[src/rtl/sm_addsub_pkg.sv]
package sm_addsub_pkg;
  // Bits needed to hold one digit of the given radix.
  function automatic int digit_bits(input int radix);
    return (radix <= 2) ? 1 : $clog2(radix);
  endfunction
endpackage

[src/rtl/sm_digit_inv.sv]
module sm_digit_inv #(
  parameter int RADIX = 10,
  parameter int NUM   = 4,
  localparam int DW   = sm_addsub_pkg::digit_bits(RADIX)
) (
  input  logic [NUM*DW-1:0] din,
  output logic [NUM*DW-1:0] dout
);
  localparam logic [DW-1:0] TOP_DIGIT = DW'(RADIX - 1);

  // Per-digit (RADIX-1)'s complement.
  for (genvar g = 0; g < NUM; g++) begin : g_dig
    assign dout[g*DW +: DW] = TOP_DIGIT - din[g*DW +: DW];
  end
endmodule

[src/rtl/sm_digit_ripple.sv]
module sm_digit_ripple #(
  parameter int RADIX = 10,
  parameter int NUM   = 4,
  localparam int DW   = sm_addsub_pkg::digit_bits(RADIX)
) (
  input  logic [NUM*DW-1:0] a,
  input  logic [NUM*DW-1:0] b,
  input  logic              cin,
  output logic [NUM*DW-1:0] sum,
  output logic              cout
);
  localparam logic [DW:0] BASE = (DW+1)'(RADIX);

  logic [NUM:0] carry;
  assign carry[0] = cin;

  for (genvar g = 0; g < NUM; g++) begin : g_dig
    logic [DW:0] raw;
    logic        wrap;
    logic [DW:0] adj;
    always_comb begin
      raw  = {1'b0, a[g*DW +: DW]} + {1'b0, b[g*DW +: DW]} + {{DW{1'b0}}, carry[g]};
      wrap = (raw >= BASE);
      adj  = wrap ? (raw - BASE) : raw;
    end
    assign sum[g*DW +: DW] = adj[DW-1:0];
    assign carry[g+1]      = wrap;
  end

  assign cout = carry[NUM];
endmodule

[src/rtl/sm_addsub.sv]
module sm_addsub #(
  parameter int RADIX = 10,
  parameter int NDIG  = 4,
  localparam int DW   = sm_addsub_pkg::digit_bits(RADIX),
  localparam int MW   = (NDIG-1)*DW,
  localparam int RW   = NDIG*DW
) (
  input  logic [MW-1:0] x_mag,
  input  logic          x_sign,
  input  logic [MW-1:0] y_mag,
  input  logic          y_sign,
  input  logic          op_sub,
  output logic [RW-1:0] z_mag,
  output logic          z_sign
);
  localparam logic [DW-1:0] TOP_DIGIT = DW'(RADIX - 1);
  localparam logic [DW-1:0] HALF      = DW'(RADIX / 2);

  // Effective sign of y and the stage-1 mode.
  logic eff_ysign;
  logic mixed;
  assign eff_ysign = y_sign ^ op_sub;
  assign mixed     = x_sign ^ eff_ysign;

  // Stage 1: add x and (y or its complement).
  logic [MW-1:0] y_cmp;
  logic [MW-1:0] op2;
  logic [MW-1:0] low_sum;
  logic          c1;
  logic [DW-1:0] top1;

  sm_digit_inv #(.RADIX(RADIX), .NUM(NDIG-1)) u_inv_y (
    .din  (y_mag),
    .dout (y_cmp)
  );

  assign op2 = mixed ? y_cmp : y_mag;

  sm_digit_ripple #(.RADIX(RADIX), .NUM(NDIG-1)) u_stage1 (
    .a    (x_mag),
    .b    (op2),
    .cin  (mixed),
    .sum  (low_sum),
    .cout (c1)
  );

  // Extension digit (0 or RADIX-1) plus the last carry, mod RADIX.
  always_comb begin
    if (mixed) top1 = c1 ? '0 : TOP_DIGIT;
    else       top1 = {{(DW-1){1'b0}}, c1};
  end

  logic [RW-1:0] inter;
  assign inter = {top1, low_sum};

  // Stage 2: recover the magnitude when the intermediate is negative.
  logic          neg;
  logic [RW-1:0] inter_cmp;
  logic [RW-1:0] op3;
  logic          stage2_cout;

  assign neg = (top1 >= HALF);

  sm_digit_inv #(.RADIX(RADIX), .NUM(NDIG)) u_inv_a (
    .din  (inter),
    .dout (inter_cmp)
  );

  assign op3 = neg ? inter_cmp : inter;

  sm_digit_ripple #(.RADIX(RADIX), .NUM(NDIG)) u_stage2 (
    .a    (op3),
    .b    ('0),
    .cin  (neg),
    .sum  (z_mag),
    .cout (stage2_cout)
  );

  assign z_sign = neg ? eff_ysign : x_sign;
endmodule

[config.mk]
export PLATFORM = sky130hd
export DESIGN_NAME = sm_addsub
export DESIGN_NICKNAME = d
export VERILOG_FILES = /design/src/rtl/sm_addsub_pkg.sv /design/src/rtl/sm_digit_inv.sv /design/src/rtl/sm_digit_ripple.sv /design/src/rtl/sm_addsub.sv
export SDC_FILE = /design/constraint.sdc
export NUM_CORES = 1
export LEC_CHECK = 0
export BUFFER_PORTS_ARGS = -buffer_cell sky130_fd_sc_hd__buf_2
export CAP_MARGIN = 20
export CORE_ASPECT_RATIO = 0.8
export CORE_UTILIZATION = 35
export DETAILED_ROUTE_END_ITERATION = 8
export PLACE_DENSITY = 0.57
export REMOVE_ABC_BUFFERS = 1
export SETUP_SLACK_MARGIN = 0.5
export SYNTH_ARGS = -nofsm -noshare
export SYNTH_HDL_FRONTEND = slang
export SYNTH_HIERARCHICAL = 1
export SYNTH_SLANG_ARGS = --single-unit
[constraint.sdc]
create_clock -name vclk -period 31.5
set_input_delay 1.575 -clock vclk [all_inputs]
set_output_delay 1.575 -clock vclk [all_outputs]
set_load 0.01 [all_outputs]
==> impl_metrics.xml <==
<?xml version="1.0" encoding="UTF-8"?>
<metrics>
  <group name="outcome">
    <metric name="outcome" unit="">completed</metric>
  </group>
  <group name="routing">
    <metric name="post_drt_via_cell_ratio" unit="">4.63</metric>
    <metric name="post_drt_wl_per_cell" unit="microns">9.91</metric>
    <metric name="detailedRoute.firstPassIterationCount" unit="">4</metric>
    <metric name="vias" unit="">2234</metric>
    <metric name="post-route-drc-count" unit="">0</metric>
    <metric name="drt_wl_total" unit="mm">4.79</metric>
    <metric name="postRouteAntennaNets" unit="">0</metric>
    <metric name="drt-initial-drc-count" unit="">42</metric>
  </group>
  <group name="worst_hold_path">
    <metric name="worst_hold_depth" unit="">3</metric>
    <metric name="hold_path.startpoint" unit="">x_sign</metric>
    <metric name="worstHoldPathType" unit="">in -&gt; out</metric>
    <metric name="min_delay_worst_endpoint" unit="">z_sign</metric>
  </group>
  <group name="finish">
    <metric name="mostFrequentLayoutCell" unit="">sky130_fd_sc_hd__inv_1</metric>
    <metric name="clockBufferCount" unit="">0</metric>
    <metric name="nNetsFinal" unit="">458</metric>
    <metric name="num-fill-cells" unit="">790</metric>
    <metric name="layout.cells.most_common_list" unit="">sky130_fd_sc_hd__inv_1 (58), sky130_fd_sc_hd__buf_2 (44), sky130_fd_sc_hd__ha_1 (37)</metric>
    <metric name="final_util" unit="%">40.8</metric>
    <metric name="multi_input_comb_area" unit="sq um">2460</metric>
    <metric name="num_antenna_cells" unit="">0</metric>
    <metric name="final_layout_size_suffix_gt1_share" unit="%">24.6</metric>
    <metric name="seqCellArea" unit="sq um">0</metric>
    <metric name="n_sequential_cell" unit="">0</metric>
    <metric name="area.growth.synth_to_final" unit="%">12.5</metric>
  </group>
  <group name="place">
    <metric name="io_buffer_count" unit="">44</metric>
    <metric name="pre_cts_slack" unit="ns">15.18</metric>
    <metric name="post-dp-hpwl" unit="mm">4.32</metric>
    <metric name="gpl.final_weighted_congestion" unit="">0.739</metric>
  </group>
  <group name="sta">
    <metric name="worst_slew_margin_rel" unit="%">63.8</metric>
    <metric name="post-route-min-period" unit="ns">16.25</metric>
    <metric name="setup-tns-final" unit="ns">0</metric>
    <metric name="max_slew_violation_count" unit="">0</metric>
    <metric name="rsz0062_at_grt" unit="">no</metric>
    <metric name="fmax" unit="MHz">61.5</metric>
    <metric name="timing.final.hold_violations" unit="">0</metric>
    <metric name="worst-slew-pin-transition" unit="ns">0.543</metric>
    <metric name="final.setup.worst_slack" unit="ns">15.25</metric>
    <metric name="finalSetupViolations" unit="">0</metric>
    <metric name="period_share" unit="%">51.6</metric>
  </group>
  <group name="setup_path">
    <metric name="cp-end-kind" unit="">output port</metric>
    <metric name="crit_path_frequent_cell" unit="">sky130_fd_sc_hd__fa_1</metric>
    <metric name="critical_path_startpoint" unit="">op_sub</metric>
    <metric name="arrival" unit="ns">14.68</metric>
    <metric name="max_stage_delay" unit="ns">0.74</metric>
    <metric name="crit_path_top_delay_cell" unit="">sky130_fd_sc_hd__xnor3_2</metric>
    <metric name="crit_path_start_kind" unit="">input pin</metric>
    <metric name="path_max_fanout" unit="">15</metric>
    <metric name="critical_path_type" unit="">in -&gt; out</metric>
    <metric name="critical_path_required" unit="ns">29.93</metric>
  </group>
  <group name="floorplanning">
    <metric name="die_h" unit="microns">80.4</metric>
    <metric name="core-area" unit="sq um">7430</metric>
    <metric name="placement_row_count" unit="">28</metric>
    <metric name="die_x" unit="microns">100</metric>
    <metric name="io_pins" unit="">44</metric>
    <metric name="initial_utilization" unit="%">36.2</metric>
    <metric name="design.die.area" unit="sq um">8040</metric>
  </group>
  <group name="yosys">
    <metric name="warnings_synthesis" unit="">6</metric>
    <metric name="syn-mean-instance-area" unit="sq um">8.30</metric>
    <metric name="syn_inst" unit="">324</metric>
    <metric name="mappedNetlistArea" unit="sq um">2690</metric>
  </group>
  <group name="grt">
    <metric name="overflow_left_after_global_routing" unit="">0</metric>
    <metric name="maximum_number_of_pins_on_one_net_before_global_route_repair" unit="">16</metric>
    <metric name="global_route.usage.total" unit="%">12.5</metric>
    <metric name="antenna_violations_before_repair" unit="">0</metric>
    <metric name="wire_length_of_the_first_global_routing_pass" unit="mm">8.61</metric>
    <metric name="via_count_of_the_first_global_routing_pass" unit="">2123</metric>
  </group>
  <group name="clock_tree">
    <metric name="postCtsResizedCells" unit="">0</metric>
    <metric name="cts_hold_buffers" unit="">0</metric>
    <metric name="postCtsSetupBuffers" unit="">0</metric>
  </group>
  <group name="job">
    <metric name="maxCapViolCount" unit="">0</metric>
  </group>
</metrics>
[area by class of cell]
class,count,share of cell area (%)
repair buffers,44,7.28
well taps,105,4.34
multi-input cells,276,81.2
inverters,58,7.19
[through the flow]
stage	cell area [sq um]	instances	hold slack [ns]
4_1_cts	3030	483	3.49
3_3_place_gp	3030	483	3.49
3_5_place_dp	3030	483	3.49
2_1_floorplan	2680	334	3.30
6_report	3030	483	3.49
5_1_grt	3030	483	3.50
[routing by layer]
metal	vias up	track usage [%]	share of wire, %
met5	-	0	0
met4	0	1.30	0.86
met3	4	0.261	2.4
met2	31	23.6	46
met1	996	16.5	50
li1	1203	-	-
[worst max-delay path by stage]
stage | endpoint | slack (ns)
floorplan | z_mag[15] | 16.54
global placement | z_mag[15] | 15.46
detailed placement | z_mag[15] | 15.18
CTS | z_mag[15] | 15.15
global route | z_mag[13] | 14.41
finish | z_mag[15] | 15.25
[critical path: cells and delay by family]
| family | cells | cell delay, ns |
|---|---|---|
| AOI/OAI and AO/OA | 12 | 2.16 |
| buffers and inverters | 10 | 0.78 |
| muxes | 2 | 0.46 |
| and+or+nand+nor | 4 | 0.50 |
| adders and majority gates | 21 | 7.49 |
| xor gates and xnor gates | 5 | 1.72 |
Power is not shown: default switching activity piles up to over one toggle a cycle in this logic, so the estimate is an artifact.
